**config.mk**
```make
export PLATFORM = sky130hd
export DESIGN_NAME = legacy_map_decoder
export DESIGN_NICKNAME = d
export VERILOG_FILES = /design/src/rtl/lmd_pkg.sv /design/src/rtl/lmd_cfg_regs.sv /design/src/rtl/lmd_attr_lookup.sv /design/src/rtl/lmd_classify.sv /design/src/rtl/legacy_map_decoder.sv
export SDC_FILE = /design/constraint.sdc
export NUM_CORES = 1
export LEC_CHECK = 0
export BUFFER_PORTS_ARGS = -buffer_cell sky130_fd_sc_hd__buf_2
export CORE_MARGIN = 2
export CORE_UTILIZATION = 40
export DETAILED_ROUTE_END_ITERATION = 8
export GPL_ROUTABILITY_DRIVEN = 0
export REMOVE_ABC_BUFFERS = 1
export SLEW_MARGIN = 25
export SYNTH_ARGS = -nofsm -noshare
export SYNTH_HDL_FRONTEND = slang
export SYNTH_HIERARCHICAL = 1
export SYNTH_SLANG_ARGS = --single-unit
```
**constraint.sdc**
```tcl
create_clock -name clk -period 7.65 [get_ports clk]
set_input_delay 1.53 -clock clk [delete_from_list [all_inputs] [get_ports clk]]
set_output_delay 1.53 -clock clk [all_outputs]
set_load 0.005 [all_outputs]
```
**src/rtl/lmd_pkg.sv**
```systemverilog
// Package: shared address boundaries, register indices and field bit positions
// for the legacy memory-map decoder. Assumes 32-bit byte addresses.
package lmd_pkg;
    localparam logic [31:0] LOW_HOLE_BASE = 32'h0008_0000;  // 512 KB
    localparam logic [31:0] VGA_BASE      = 32'h000A_0000;  // 640 KB
    localparam logic [31:0] ATTR_BASE     = 32'h000C_0000;  // 768 KB
    localparam logic [31:0] TOP_SEG_BASE  = 32'h000F_0000;  // 960 KB
    localparam logic [31:0] ONE_MB        = 32'h0010_0000;
    localparam logic [31:0] HI_HOLE_BASE  = 32'h00F0_0000;  // 15 MB
    localparam logic [31:0] HI_HOLE_END   = 32'h0100_0000;  // 16 MB
    localparam logic [31:0] L2_LIMIT      = 32'h0400_0000;  // 64 MB
    localparam logic [31:0] ALIAS_BASE    = 32'h1000_0000;  // 256 MB
    localparam logic [31:0] ALIAS_END     = 32'h2000_0000;  // 512 MB

    localparam int MB_SHIFT   = 20;
    localparam int SEG_SHIFT  = 14;   // 16 KB attribute segments
    localparam int SEG_REGS   = 6;    // paired-attribute registers
    localparam int NUM_REGS   = 10;

    localparam int REG_TOP_ATTR = 0;
    localparam int REG_HOLE     = 7;
    localparam int REG_TOM      = 8;
    localparam int REG_SMM      = 9;

    localparam int FLD_RD = 0;
    localparam int FLD_WR = 1;
    localparam int FLD_CE = 2;

    localparam int HOLE_EN_BIT  = 0;
    localparam int HOLE_SEL_BIT = 1;
    localparam int SMM_LO_BIT   = 0;
    localparam int SMM_TOP_BIT  = 1;

    typedef enum logic { HOLE_LOW = 1'b0, HOLE_HIGH = 1'b1 } hole_sel_e;
endpackage

```
**src/rtl/lmd_cfg_regs.sv**
```systemverilog
// Configuration register bank. Writes land on the clock edge when cfg_we is
// high; read-back is registered and returns the pre-edge value. Indices at or
// above NUM_REGS read as zero and ignore writes.
module lmd_cfg_regs #(
    parameter int NUM_REGS = 10,
    parameter int CFG_AW   = 4,
    parameter int DATA_W   = 8
) (
    input  logic                             clk,
    input  logic                             rst_n,
    input  logic                             cfg_we,
    input  logic [CFG_AW-1:0]                cfg_addr,
    input  logic [DATA_W-1:0]                cfg_wdata,
    output logic [DATA_W-1:0]                cfg_rdata,
    output logic [NUM_REGS-1:0][DATA_W-1:0]  regs
);
    logic [DATA_W-1:0] rd_next;

    // Register write: load the indexed entry, clear all on reset.
    always_ff @(posedge clk) begin
        if (!rst_n) begin
            regs <= '0;
        end else if (cfg_we) begin
            for (int i = 0; i < NUM_REGS; i++) begin
                if (cfg_addr == CFG_AW'(i)) regs[i] <= cfg_wdata;
            end
        end
    end

    // Read mux: select the indexed entry, zero for unmapped indices.
    always_comb begin
        rd_next = '0;
        for (int i = 0; i < NUM_REGS; i++) begin
            if (cfg_addr == CFG_AW'(i)) rd_next = regs[i];
        end
    end

    // Read-back register.
    always_ff @(posedge clk) begin
        if (!rst_n) cfg_rdata <= '0;
        else        cfg_rdata <= rd_next;
    end
endmodule

```
**src/rtl/lmd_attr_lookup.sv**
```systemverilog
// Attribute field selection for 768 KB - 1 MB. Returns the 4-bit field that
// governs the given address. Assumes the caller only uses the result when the
// address lies in that range.
module lmd_attr_lookup #(
    parameter int ADDR_W   = 32,
    parameter int DATA_W   = 8,
    parameter int SEG_REGS = 6
) (
    input  logic [ADDR_W-1:0]              addr,
    input  logic [SEG_REGS:0][DATA_W-1:0]  attr_regs,
    output logic [DATA_W/2-1:0]            field
);
    import lmd_pkg::*;

    localparam int FIELD_W = DATA_W / 2;
    localparam int N_SEG   = 2 * SEG_REGS;
    localparam int IDX_W   = $clog2(N_SEG);
    localparam logic [ADDR_W-1:0] A_ATTR = ADDR_W'(ATTR_BASE);
    localparam logic [ADDR_W-1:0] A_TOPS = ADDR_W'(TOP_SEG_BASE);

    logic [FIELD_W-1:0] seg_field [N_SEG];
    logic [ADDR_W-1:0]  offset;
    logic [IDX_W-1:0]   idx;

    // Unpack each 16 KB segment's field from its register nibble.
    for (genvar s = 0; s < N_SEG; s++) begin : g_seg
        assign seg_field[s] = attr_regs[1 + s/2][FIELD_W*(s%2) +: FIELD_W];
    end

    assign offset = addr - A_ATTR;
    assign idx    = offset[SEG_SHIFT +: IDX_W];

    // Field select: top 64 KB from register 0, else the indexed segment.
    always_comb begin
        field = '0;
        if (addr >= A_TOPS) begin
            field = attr_regs[REG_TOP_ATTR][FIELD_W-1:0];
        end else begin
            for (int s = 0; s < N_SEG; s++) begin
                if (idx == IDX_W'(s)) field = seg_field[s];
            end
        end
    end
endmodule

```
**src/rtl/lmd_classify.sv**
```systemverilog
// Combinational region classifier. Applies, in priority order: the alias
// window above 256 MB, the legacy 640 KB - 1 MB area, the memory hole, the
// carved management region, top-of-DRAM, and ordinary DRAM.
// Assumes the attribute field has already been selected for the address.
module lmd_classify #(
    parameter int ADDR_W = 32,
    parameter int DATA_W = 8
) (
    input  logic [ADDR_W-1:0]   addr,
    input  logic                write,
    input  logic [DATA_W/2-1:0] field,
    input  logic [DATA_W-1:0]   hole_ctl,
    input  logic [DATA_W-1:0]   tom,
    input  logic [DATA_W-1:0]   smm_ctl,
    output logic                hit_dram,
    output logic                hit_l1,
    output logic                hit_l2,
    output logic [ADDR_W-1:0]   xaddr
);
    import lmd_pkg::*;

    localparam logic [ADDR_W-1:0] A_LOWH  = ADDR_W'(LOW_HOLE_BASE);
    localparam logic [ADDR_W-1:0] A_VGA   = ADDR_W'(VGA_BASE);
    localparam logic [ADDR_W-1:0] A_ATTR  = ADDR_W'(ATTR_BASE);
    localparam logic [ADDR_W-1:0] A_1M    = ADDR_W'(ONE_MB);
    localparam logic [ADDR_W-1:0] A_HIH   = ADDR_W'(HI_HOLE_BASE);
    localparam logic [ADDR_W-1:0] A_HIHE  = ADDR_W'(HI_HOLE_END);
    localparam logic [ADDR_W-1:0] A_L2    = ADDR_W'(L2_LIMIT);
    localparam logic [ADDR_W-1:0] A_ALIAS = ADDR_W'(ALIAS_BASE);
    localparam logic [ADDR_W-1:0] A_AEND  = ADDR_W'(ALIAS_END);

    logic [ADDR_W-1:0] tom_bytes;
    logic [ADDR_W-1:0] carve_size;
    logic [ADDR_W-1:0] carve_base;
    logic [ADDR_W-1:0] phys;
    logic              allowed;
    logic              hole_hit;
    logic              carve_hit;
    hole_sel_e         hole_sel;

    // Top-of-DRAM in bytes and the carved region bounds.
    always_comb begin
        tom_bytes = ADDR_W'(tom) << MB_SHIFT;
        unique case (smm_ctl[3:2])
            2'd0:    carve_size = ADDR_W'(32'h0002_0000);
            2'd1:    carve_size = ADDR_W'(32'h0004_0000);
            2'd2:    carve_size = ADDR_W'(32'h0008_0000);
            default: carve_size = ADDR_W'(32'h0010_0000);
        endcase
        carve_base = (tom_bytes > carve_size) ? tom_bytes - carve_size : '0;
    end

    // Side conditions: permission, hole membership, carve membership.
    always_comb begin
        phys      = addr - A_ALIAS;
        allowed   = write ? field[FLD_WR] : field[FLD_RD];
        hole_sel  = hole_sel_e'(hole_ctl[HOLE_SEL_BIT]);
        hole_hit  = hole_ctl[HOLE_EN_BIT] &&
                    ((hole_sel == HOLE_LOW)  ? (addr >= A_LOWH && addr < A_VGA)
                                             : (addr >= A_HIH  && addr < A_HIHE));
        carve_hit = smm_ctl[SMM_TOP_BIT] && addr >= carve_base && addr < tom_bytes;
    end

    // Priority decode of target, cacheability and translated address.
    always_comb begin
        hit_dram = 1'b0;
        hit_l1   = 1'b0;
        hit_l2   = 1'b0;
        xaddr    = '0;
        if (addr >= A_ALIAS) begin
            if (addr < A_AEND) begin
                if (smm_ctl[SMM_LO_BIT] && phys >= A_VGA && phys < A_1M) begin
                    hit_dram = 1'b1;
                    xaddr    = phys;
                end else if (smm_ctl[SMM_TOP_BIT] && phys >= carve_base &&
                             phys < tom_bytes) begin
                    hit_dram = 1'b1;
                    xaddr    = phys;
                end
            end
        end else if (addr >= A_VGA && addr < A_1M) begin
            if (addr >= A_ATTR && addr < tom_bytes && allowed) begin
                hit_dram = 1'b1;
                hit_l1   = field[FLD_CE];
                hit_l2   = field[FLD_CE];
                xaddr    = addr;
            end
        end else if (!hole_hit && !carve_hit && addr < tom_bytes) begin
            hit_dram = 1'b1;
            hit_l1   = 1'b1;
            hit_l2   = (addr < A_L2);
            xaddr    = addr;
        end
    end
endmodule

```
**src/rtl/legacy_map_decoder.sv**
```systemverilog
// Top level: configuration bank, attribute lookup, classifier and the result
// register. A result is captured on each clock with req_valid high and is held
// until the next one. Assumes a synchronous active-low reset.
module legacy_map_decoder #(
    parameter int ADDR_W = 32,
    parameter int CFG_AW = 4,
    parameter int DATA_W = 8
) (
    input  logic              clk,
    input  logic              rst_n,
    input  logic              req_valid,
    input  logic [ADDR_W-1:0] req_addr,
    input  logic              req_write,
    input  logic              cfg_we,
    input  logic [CFG_AW-1:0] cfg_addr,
    input  logic [DATA_W-1:0] cfg_wdata,
    output logic [DATA_W-1:0] cfg_rdata,
    output logic              resp_valid,
    output logic              dram_sel,
    output logic              pci_sel,
    output logic              l1_cacheable,
    output logic              l2_cacheable,
    output logic [ADDR_W-1:0] dram_addr
);
    import lmd_pkg::*;

    localparam int FIELD_W = DATA_W / 2;

    logic [NUM_REGS-1:0][DATA_W-1:0] regs;
    logic [FIELD_W-1:0]              field;
    logic                            hit_dram, hit_l1, hit_l2;
    logic [ADDR_W-1:0]               xaddr;

    lmd_cfg_regs #(
        .NUM_REGS (NUM_REGS),
        .CFG_AW   (CFG_AW),
        .DATA_W   (DATA_W)
    ) u_regs (
        .clk       (clk),
        .rst_n     (rst_n),
        .cfg_we    (cfg_we),
        .cfg_addr  (cfg_addr),
        .cfg_wdata (cfg_wdata),
        .cfg_rdata (cfg_rdata),
        .regs      (regs)
    );

    lmd_attr_lookup #(
        .ADDR_W   (ADDR_W),
        .DATA_W   (DATA_W),
        .SEG_REGS (SEG_REGS)
    ) u_attr (
        .addr      (req_addr),
        .attr_regs (regs[SEG_REGS:0]),
        .field     (field)
    );

    lmd_classify #(
        .ADDR_W (ADDR_W),
        .DATA_W (DATA_W)
    ) u_cls (
        .addr     (req_addr),
        .write    (req_write),
        .field    (field),
        .hole_ctl (regs[REG_HOLE]),
        .tom      (regs[REG_TOM]),
        .smm_ctl  (regs[REG_SMM]),
        .hit_dram (hit_dram),
        .hit_l1   (hit_l1),
        .hit_l2   (hit_l2),
        .xaddr    (xaddr)
    );

    // Result register: capture the decode on a strobe, hold otherwise.
    always_ff @(posedge clk) begin
        if (!rst_n) begin
            resp_valid   <= 1'b0;
            dram_sel     <= 1'b0;
            pci_sel      <= 1'b0;
            l1_cacheable <= 1'b0;
            l2_cacheable <= 1'b0;
            dram_addr    <= '0;
        end else begin
            resp_valid <= req_valid;
            if (req_valid) begin
                dram_sel     <= hit_dram;
                pci_sel      <= !hit_dram;
                l1_cacheable <= hit_l1;
                l2_cacheable <= hit_l2;
                dram_addr    <= xaddr;
            end
        end
    end
endmodule

```
# --- Word-level counts from Yosys, hierarchy flattened ---
# Index checks and enable logic that the tools add are counted.
totals:
  wordCells: 137
  reg_bits: 125
op_classes:
  order_cmp: 18
  n_eq_ne: 22
  reduce_logical: 30
  addsub: 3
  n_mux: 47
ops:
  columns: ["op", "count"]
  rows:
  - ["32-bit 2-to-1 mux", 8]
  - ["32-bit by 20-bit greater-or-equal comparator with 1-bit output, second input constant", 5]
  - ["8-bit 2-to-1 mux", 10]
  - ["32-bit greater-or-equal comparator", 2]
  - ["32-bit by 21-bit < comparator with 1-bit output, second input constant", 2]
  - ["32-bit by 28-bit < comparator with 1-bit output", 2]
  - ["21-bit case mux with 3 select lines", 1]
  - ["3-bit 2-to-1 mux", 13]
  - ["4-bit by 3-bit equality test with 1-bit output, second input constant", 8]
  - ["32-bit by 24-bit greater-or-equal comparator with 1-bit output, second input constant", 1]
  - ["32-bit by 29-bit greater-or-equal comparator with 1-bit output, second input constant", 1]
  - ["32-bit by 20-bit < comparator with 1-bit output, second input constant", 1]
  - ["32-bit by 25-bit < comparator with 1-bit output, second input constant", 1]
  - ["32-bit by 27-bit < comparator with 1-bit output, second input constant", 1]
  - ["32-bit by 30-bit < comparator with 1-bit output, second input constant", 1]
  - ["32-bit by 29-bit subtractor with 32-bit output, second input constant", 1]
  - ["28-bit by 21-bit subtractor with 29-bit output", 1]
  - ["28-bit by 21-bit > comparator with 1-bit output", 1]
  - ["4-bit equality test, second input constant", 6]
  - ["2-bit AND reduction", 10]
  - ["18-bit by 1-bit subtractor with 18-bit output, second input constant", 1]
  - ["4-bit by 2-bit equality test with 1-bit output, second input constant", 4]
  - ["1-bit 2-to-1 mux", 15]
  - ["1-bit logical AND", 14]
  - ["other kinds (6)", 10]

# --- Logic depth before layout (Yosys ltp) ---
# Gate-level depths: netlist of the first run.
depth:
  word_depth: 21
  depth_mapped: 22
  mapped_depth_nobuf: 20

# --- Hierarchy ---
# The synthesis of the first run kept the hierarchy.
by_module_without_submodules:
  columns: ["module", "area_per_inst_um2", "cells_each", "seq_area_each_um2", "instances"]
  rows:
  - ["lmd_cfg_regs", 4199.0, 441, 1761.7, 1]
  - ["lmd_classify", 1716.6, 243, 0.0, 1]
  - ["legacy_map_decoder", 1386.3, 117, 740.7, 1]
  - ["lmd_attr_lookup", 576.8, 66, 0.0, 1]

# --- Worst setup path after synthesis of the first run ---
# No wires, ideal clock.
synth_timing:
  kind: "reg-to-reg"
  from: "register u_regs/regs[74] in the netlist's numbering"
  to: "register dram_addr[20]"
  setup_time_ns: 0.116
  period_less_slack_ns: 3.836
  path_stages_with_launch: 19
  arrival_time_ns: 3.720
  setup_slack_ns: 3.814
  cell_sequence: "dfxtp_1 ha_1 inv_1 ha_1 nor4_1 nand2_1 nor3_1 o21ai_0 ha_1 nand4_1 or4_1 o21ai_0 nor3_1 a31oi_1 nand4bb_1 buf_2 a21boi_0 mux2i_1 nor2b_1"
synth_between:
  elab_chain_len: 13
  word_cells_on_any_way: 22
synth_lines:
  columns: ["element", "line", "text"]
  rows:
  - ["from (decl)", "lmd_cfg_regs.sv:15", "output logic [NUM_REGS-1:0][DATA_W-1:0] regs"]
  - ["from (signal, indexed assignment)", "lmd_cfg_regs.sv:25", "if (cfg_addr == CFG_AW'(i)) regs[i] <= cfg_wdata;"]
  - ["2-bit equality test (tied with other cells)", "lmd_classify.sv:44", "unique case (smm_ctl[3:2])"]
  - ["21-bit case mux with 3 select lines (*)", "lmd_classify.sv:44", null]
  - ["28-bit by 21-bit subtractor with 29-bit output / 28-bit by 21-bit > comparator with 1-bit output (equally long branches)", "lmd_classify.sv:50", "carve_base = (tom_bytes > carve_size) ? tom_bytes - carve_size : '0;"]
  - ["32-bit 2-to-1 mux (*)", "lmd_classify.sv:50", null]
  - ["32-bit greater-or-equal comparator", "lmd_classify.sv:61", "carve_hit = smm_ctl[SMM_TOP_BIT] && addr >= carve_base && addr < tom_bytes;"]
  - ["1-bit logical AND (2 in series)", "lmd_classify.sv:61", null]
  - ["1-bit logical NOT", "lmd_classify.sv:88", "end else if (!hole_hit && !carve_hit && addr < tom_bytes) begin"]
  - ["1-bit logical AND (2 in series)", "lmd_classify.sv:88", null]
  - ["32-bit 2-to-1 mux", "lmd_classify.sv:88", null]
  - ["32-bit 2-to-1 mux", "lmd_classify.sv:81", "end else if (addr >= A_VGA && addr < A_1M) begin"]
  - ["32-bit 2-to-1 mux (*)", "lmd_classify.sv:70", "if (addr >= A_ALIAS) begin"]
  - ["via xaddr[20]", "legacy_map_decoder.sv:32", "logic [ADDR_W-1:0] xaddr;"]
  - ["to (signal assigned)", "legacy_map_decoder.sv:90", "dram_addr <= xaddr;"]
  - ["to (decl)", "legacy_map_decoder.sv:23", "output logic [ADDR_W-1:0] dram_addr"]
# The timed path passes the listed nets; every way through them passes the cells marked *.
# A chain may end at the register's enable or synchronous reset.

# --- Worst setup path after layout of the first run ---
layout_timing:
  from: "register u_regs/regs[75] in the netlist's numbering"
  to: "register dram_addr[0]"
# Same word-level chain as after synthesis.

==> impl_metrics.ini, run 1 <==
[synth]
avgSynthCellArea_um2 = 9.08
syn_inst = 856
yosys_warnings = 6
synth.cell_area_um2 = 7770

[pwr]
p_sw_mw = 0.426
p_int_mw = 1.25
sw_frac_of_total_pct = 25.3
power_frac_seq_pct = 39.6
clockPowerShare_pct = 49.6
irDropWorstVdd_v = 0.000157
finalPower_mw = 1.68
power_density_nw_per_um2 = 190
p_leak_nw = 3.70
comb_power_share_pct = 10.8

[min_path]
min_path_type = reg -> reg

[sta]
rsz0062_at_grt = no
tns_ns = 0
finalSetupViolCount = 0
min_period_ns = 4.74
slew_violations = 0
relSlewSlack_pct = 35.0
worstMarginPinSlew_ns = 0.975
worst_slack_ns = 2.91
final.setup_skew_ns = 0.00675
fmax_ghz = 0.211
hold_slack_ns = 0.486
period_share_pct = 62.0
finalHoldViolCount = 0

[floorplan]
rows = 50
fp.dieH_um = 143
fp.dieW_um = 143
dieArea_um2 = 20600
initial_utilization_pct = 41.1
io_pins = 94
core_um2 = 18900

[clock_tree]
cts_tree = built
clk_path_buf_depth = 2
cts_resized = 0
clkSinkCount = 125
numCtsBuffers = 17
htreeDepth = 4
path_clk_slew_ns = 0.06
post_cts.repair.setup_buffers = 0
cts_root_buffer = clkbuf_16
clk_latency_ns = 0.42
cts_hold_buf = 0

[place]
place_ws_ns = 3.07
post_dp_cell_area_um2 = 8250
hpwl_um = 14700
io_buffer_count = 93

[setup_path]
critPathMaxFanout = 32
crit_path_end_kind = flip-flop
cp.arrival_ns = 5.05
startpoint_type = flip-flop
crit_type = reg -> reg
worstPathRequired_ns = 7.96

[grt]
grt_max_degree = 68
grt_pass1_wl_um = 33700
grt_pass1_vias = 6096
grt-ovfl-total = 0
antenna_found_initial = 0
grt_usage_pct = 21.0

[drt]
drt-wirelength-per-cell_um = 17.9
dr_total_vias = 6451
drtIter0Drc = 476
drtPass1Iterations = 7
viasPerCell = 5.43
antenna_left = 0
route.detailed.drc = 0
finalWirelength_um = 21300

[cells_and_area]
layout_commonest_cell = dfxtp_1
final_cell_mix = dfxtp_1 (125), mux2i_1 (115), nor2b_1 (102)
drive_gt1_share_pct = 17.7
areaGrowthSynthToFinish_pct = 14.0
nets = 1001
final_area_um2 = 8860

[outcome]
status = complete, no violations

[run]
drv_cap = 0
sequential cells by signal, indices dropped and copies added, names as in the netlist:
name	count
pci_sel	1
u_regs/regs	80
dram_addr	32
l1_cacheable	1
resp_valid	1
l2_cacheable	1
dram_sel	1
u_regs/cfg_rdata	8
power by group through the flow:
stage	clock, mW	sequential [mW]	combinational [mW]
2_1_floorplan	0	0.678	0.0967
3_3_place_gp	0	0.680	0.181
3_5_place_dp	0	0.680	0.182
4_1_cts	0.849	0.665	0.182
5_1_grt	0.882	0.666	0.200
6_report	0.832	0.665	0.182
stage by stage:
step                      utilization, %  std cells
after floorplan                        -        800
after global placement              43.7       1156
after detailed placement            43.7       1156
after CTS                           46.9       1188
after global routing                46.9       1188
final                               46.9       1189
metal layers:
metal  track usage (%)  wire length [um]
met1              28.7             10300
met2              33.7              9680
met3              4.33              1000
met4              5.93               338
met5                 0                 0
critical path: stages (launching register included):
cell and delay, ns:
dfxtp_1 0.46, ha_1 0.19, inv_1 0.05, ha_1 0.21, nor4_1 0.57, nand2_1 0.18, nor3_1 0.32, o21ai_0 0.17
ha_1 0.32, nand4_1 0.17, or4_1 0.58, o21ai_0 0.16, nor3_1 0.08, a31oi_1 0.22, nand4bb_1 0.17, buf_4 0.36
a21boi_0 0.18, mux2i_1 0.17, nor2b_1 0.06
final timing paths:
path	startpoint	slack, ns	cells past startpoint	to
max	u_regs/regs[75]	2.91	18	dram_addr[0]
min	u_regs/regs[47]	0.49	2	u_regs/regs[47]
max reg2reg	u_regs/regs[75]	2.91	18	dram_addr[0]
min reg2reg	u_regs/regs[47]	0.49	2	u_regs/regs[47]
layout make-up:
cell class / instances / area (um^2)
Timing Repair Buffer: 96 / 490
Fill cell: 1921 / 10000
Inverter: 25 / 93.8
Antenna cell: 1 / 2.50
Multi-Input combinational cell: 650 / 4840
Tap cell: 260 / 325
Clock inverter: 13 / 161
Clock buffer: 19 / 443
Sequential cell: 125 / 2500
(Power assumes the default switching activity.)
==> run 2, diff against run 1 <==
==> constraint.sdc (replaced) <==
create_clock -name clk -period 4.7 [get_ports clk]
set_input_delay 0.94 -clock clk [delete_from_list [all_inputs] [get_ports clk]]
set_output_delay 0.94 -clock clk [all_outputs]
set_load 0.005 [all_outputs]
==> run 2 against run 1 <==
Critical path type unchanged. Sequential power is 62% higher. Highest routed layer unchanged. Largest cell class unchanged. Worst hold slack worse by 0.0084 ns. Critical path depth stayed put. Non-clock buffer count is 7 higher. Final area is 0.45% higher. Clock power is 59% higher. Setup slack worse by 2.5 ns. Global-route usage is 0.32 points lower. Maximum frequency is 9.9% higher. Sequential share of layout area is 0.13 points lower. Wire length is 0.85% higher. Die area stayed put.
==> impl_metrics.ini, run 2 (synthesis gave the netlist of run 1 again) <==
[pwr]
p_leak_nw = 3.73
irDropWorstVdd_v = 0.000237
finalPower_mw = 2.70
power_density_nw_per_um2 = 304

[clock_tree]
clk_latency_ns = 0.42
numCtsBuffers = 17
path_clk_slew_ns = 0.06
clk_path_buf_depth = 2
cts_root_buffer = clkbuf_16
htreeDepth = 4
clkSinkCount = 125
cts_tree = built

[sta]
final.setup_skew_ns = 0.0109
rsz0062_at_grt = no
relSlewSlack_pct = 46.4
worstMarginPinSlew_ns = 0.804
min_period_ns = 4.31
slew_violations = 0
finalSetupViolCount = 0
tns_ns = 0
period_share_pct = 91.8
fmax_ghz = 0.232
finalHoldViolCount = 0

[drt]
finalWirelength_um = 21500
drt-wirelength-per-cell_um = 18.0
antenna_left = 0
drtIter0Drc = 381
drtPass1Iterations = 5
route.detailed.drc = 0
dr_total_vias = 6506
viasPerCell = 5.44

[grt]
antenna_found_initial = 0
grt_max_degree = 73
grt_pass1_vias = 6063
grt_usage_pct = 20.7
grt-ovfl-total = 0
grt_pass1_wl_um = 33300

[place]
hpwl_um = 14600
io_buffer_count = 93

[cells_and_area]
areaGrowthSynthToFinish_pct = 14.6
layout_commonest_cell = dfxtp_1
nets = 1008
diodes = 0
fin_util_pct = 47.1
largest-register = u_regs/regs
largest_reg_flops = 80
reg_top3 = u_regs/regs (80), dram_addr (32), u_regs/cfg_rdata (8)
final_cell_mix = dfxtp_1 (125), mux2i_1 (115), nor2b_1 (102)
drive_gt1_share_pct = 18.4

[setup_path]
crit_family = simple AND/OR/NAND/NOR gates
path_buf_inv = 2
critPathMaxFanout = 32
path_cells = ha_1, inv_1, ha_1, and3_1, o21ai_0, nand2_1, o21ai_0, ha_1, nand4_1, or4_1, o21ai_0, nor3_1, a31oi_1, nand4bb_1, buf_4, o221ai_1, mux2i_1, nor2b_1
reg2reg_depth = 18
crit_type = reg -> reg
cp.arrival_ns = 4.62
cp_slowest_cell = or4_1
crit_path_end_kind = flip-flop
startpoint_type = flip-flop
worstPathRequired_ns = 5.01
slowest_delay_ns = 0.53
path_depth = 18

[outcome]
status = complete, no violations

[floorplan]
core_um2 = 18900
fp.dieW_um = 143
initial_utilization_pct = 41.1
dieArea_um2 = 20600
fp.dieH_um = 143
rows = 50
io_pins = 94

[min_path]
min_path_type = reg -> reg
min_path_cells = 2

[run]
drv_cap = 0
-- run 2: changes by cell type in the layout (fill, tap and decap cells not counted) --
cell        delta
buf_4          +7
bufinv_16      -1
clkbuf_8       -1
clkinv_2       -2
clkinv_4       +2
clkinvlp_4     +1
diode_2        -1
inv_6          -1
inv_8          +2
nor3_1         -1
nor3_2         +1
-- run 2: worst reg2reg max path: stages, from the launching register on --
cell	delay [ns]
dfxtp_1	0.44
ha_1	0.19
inv_1	0.06
ha_1	0.33
and3_1	0.25
o21ai_0	0.12
nand2_1	0.26
o21ai_0	0.17
ha_1	0.33
nand4_1	0.14
or4_1	0.53
o21ai_0	0.15
nor3_1	0.08
a31oi_1	0.22
nand4bb_1	0.16
buf_4	0.35
o221ai_1	0.21
mux2i_1	0.16
nor2b_1	0.06
-- run 2: what timing repair did --
action                                  4_1_cts  5_1_grt
hold buffers                                  0        0
gates resized for setup                       0        1
buffers inserted                              0        0
endpoints found under the setup margin        0       16
-- run 2: per-layer routing --
layer / vias up / wire, um / track usage [%]
met5: - / 0 / 0
met4: 0 / 303 / 6.30
met3: 20 / 1210 / 4.13
met2: 192 / 9460 / 31.7
met1: 3100 / 10500 / 29.4
li1: 3194 / - / -
-- run 2: power by group --
group / switching [mW] / internal (mW)
clock: 0.526 / 0.792
combinational: 0.182 / 0.120
sequential: 0.00937 / 1.07
-- run 2: worst paths after layout --
check                        from  slack, ns         endpoint
setup / recovery  u_regs/regs[75]       0.39    dram_addr[29]
hold / removal    u_regs/regs[47]       0.48  u_regs/regs[47]
setup reg to reg  u_regs/regs[75]       0.39    dram_addr[29]
hold reg to reg   u_regs/regs[47]       0.48  u_regs/regs[47]
-- run 2: cell type report --
| cell class | instances | area (um^2) |
|---|---|---|
| clock buffers | 18 | 429 |
| repair buffers | 103 | 543 |
| inverters | 25 | 93.8 |
| clock inverters | 14 | 160 |
| fillers | 1854 | 9990 |
| flip-flops and latches | 125 | 2500 |
| well taps | 260 | 325 |
| multi-input cells | 650 | 4850 |
-- run 2: per-stage QoR --
| step | instance area, um^2 | setup WS (ns) | hold WS, ns | instances |
|---|---|---|---|---|
| 3_3_place_gp | 8300 | 0.552 | 0.467 | 1163 |
| 6_report | 8900 | 0.386 | 0.478 | 1195 |
| 5_1_grt | 8900 | 0.0614 | 0.521 | 1195 |
| 2_1_floorplan | 7430 | 0.138 | 0.452 | 800 |
| 3_5_place_dp | 8300 | 0.433 | 0.468 | 1163 |
| 4_1_cts | 8890 | 0.405 | 0.476 | 1195 |
==> run 3, diff against run 2 <==
--- a/config.mk
+++ b/config.mk
@@ -10,6 +10,7 @@
 export CORE_UTILIZATION = 40
 export DETAILED_ROUTE_END_ITERATION = 8
 export GPL_ROUTABILITY_DRIVEN = 0
+export PLACE_DENSITY = 0.64
 export REMOVE_ABC_BUFFERS = 1
 export SLEW_MARGIN = 25
 export SYNTH_ARGS = -nofsm -noshare
==> run 3 against run 2 <==
Worst hold slack better by 0.00063 ns. Via count about the same. Critical path depth up 2. Die area unchanged. Final area down 0.59%. Total power down 3.1%. Setup slack better by 0.064 ns. Combinational power down 1%. Sequential share of layout area up 0.17 points. Sequential power about the same. Non-clock buffer count down 3. Critical path type unchanged.
==> impl_metrics.ini, run 3 (synthesis gave the netlist of run 1 again) <==
[outcome]
status = complete, no violations

[sta]
tns_ns = 0
worstMarginPinSlew_ns = 0.915
relSlewSlack_pct = 38.9
finalHoldViolCount = 0
fmax_ghz = 0.235
min_period_ns = 4.25
hold_slack_ns = 0.478
finalSetupViolCount = 0
period_share_pct = 90.4
slew_violations = 0
final.setup_skew_ns = 0.00981
rsz0062_at_grt = no

[setup_path]
crit_type = reg -> reg
crit_path_end_kind = flip-flop
startpoint_type = flip-flop
regToRegSetupSlack_ns = 0.45
reg2reg_depth = 20
r2r_end = dram_addr[29]
critPathMaxFanout = 32
worstPathRequired_ns = 5.01
cp.arrival_ns = 4.56
reg2reg_from = u_regs/regs[75]

[drt]
drtIter0Drc = 471
viasPerCell = 5.46
drtPass1Iterations = 5
finalWirelength_um = 20800
antenna_left = 0
drt-wirelength-per-cell_um = 17.5
dr_total_vias = 6502
route.detailed.drc = 0

[clock_tree]
clk_latency_ns = 0.42
clk_path_buf_depth = 2
cts_root_buffer = clkbuf_16
cts_hold_buf = 0
cts_resized = 0
cts_tree = built
clkSinkCount = 125
post_cts.repair.setup_buffers = 0
htreeDepth = 4
numCtsBuffers = 17
path_clk_slew_ns = 0.06

[grt]
grt_max_degree = 65
antenna_found_initial = 0
grt_pass1_wl_um = 32600
grt_pass1_vias = 6005
grt-ovfl-total = 0
grt_usage_pct = 20.3

[min_path]
min_path_type = reg -> reg
whs_endpoint = u_regs/regs[47]
hold_start = u_regs/regs[47]
min_path_cells = 2

[floorplan]
initial_utilization_pct = 41.1
dieArea_um2 = 20600
io_pins = 94
fp.dieH_um = 143
rows = 50
core_um2 = 18900
fp.dieW_um = 143

[cells_and_area]
diodes = 0
layout_commonest_cell = dfxtp_1
nFillCells = 1914
final_cell_mix = dfxtp_1 (125), mux2i_1 (115), nor2b_1 (102)
reg_top3 = u_regs/regs (80), dram_addr (32), u_regs/cfg_rdata (8)
largest_reg_flops = 80
nets = 1005
drive_gt1_share_pct = 18.0
largest-register = u_regs/regs
fin_util_pct = 46.8
areaGrowthSynthToFinish_pct = 13.9

[place]
hpwl_um = 14300
io_buffer_count = 93

[pwr]
power_density_nw_per_um2 = 296
irDropWorstVdd_v = 0.000315
finalPower_mw = 2.62
p_leak_nw = 3.70

[run]
drv_cap = 0
## run 3: changes by cell type in the layout (fill, tap and decap cells not counted), sizes merged
cell and change:
clkbuf +1, inv -1, buf -3, clkinv -1, bufinv -1
## run 3: metrics by stage
| stage | std cells | area [um^2] | worst slack, ns |
|---|---|---|---|
| 3_3_place_gp | 1160 | 8280 | 0.427 |
| 2_1_floorplan | 800 | 7430 | 0.138 |
| 6_report | 1190 | 8850 | 0.449 |
| 3_5_place_dp | 1160 | 8280 | 0.244 |
| 4_1_cts | 1190 | 8830 | 0.232 |
| 5_1_grt | 1190 | 8850 | 0.0168 |
## run 3: layout make-up
type	instances	area (um^2)	area share, %
clock buffers	19	443	5.01
clock inverters	11	111	1.26
inverters	25	93.8	1.06
multi-input cells	650	4850	54.8
flip-flops and latches	125	2500	28.3
well taps	260	325	3.68
repair buffers	100	524	5.93
## run 3: worst max-delay path: stages, from the launching register on
cell and delay, ns:
dfxtp_1 0.44, ha_1 0.20, inv_1 0.06, ha_1 0.21
nor4_2 0.37, nand2_1 0.14, nor3_1 0.32, a21o_1 0.17
o21ai_0 0.07, nand2_1 0.07, ha_1 0.16, nand4_1 0.14
or4_1 0.52, o21ai_0 0.15, nor3_1 0.08, a31oi_1 0.21
nand4bb_1 0.19, buf_6 0.28, o221ai_1 0.17, mux2i_1 0.15
nor2b_1 0.06
## run 3: worst max-delay path by stage
| stage | start | end | slack [ns] | depth (start not counted) |
|---|---|---|---|---|
| 2_1_floorplan | u_regs/regs[74] | dram_addr[0] | 0.14 | 19 |
| 3_3_place_gp | u_regs/regs[74] | dram_addr[29] | 0.43 | 20 |
| 5_1_grt | u_regs/regs[75] | dram_addr[20] | 0.02 | 20 |
| 3_5_place_dp | u_regs/regs[75] | dram_addr[29] | 0.24 | 20 |
| 4_1_cts | u_regs/regs[75] | dram_addr[29] | 0.23 | 20 |
| 6_report | u_regs/regs[75] | dram_addr[29] | 0.45 | 20 |
## run 3: power by group
group          internal (mW)  leakage, nW  switching (mW)
Clock                  0.741        0.266           0.496
Sequential              1.07         1.01         0.00926
Combinational          0.118         2.42           0.180
## run 3: layer usage
metal | share of wire, % | wire length [um] | vias to the layer above | GRT usage, %
li1 | - | - | 3175 | -
met1 | 48 | 9980 | 3070 | 28.0
met2 | 44 | 9190 | 230 | 31.7
met3 | 6.0 | 1240 | 27 | 4.57
met4 | 1.7 | 354 | 0 | 6.45
met5 | 0 | 0 | - | 0
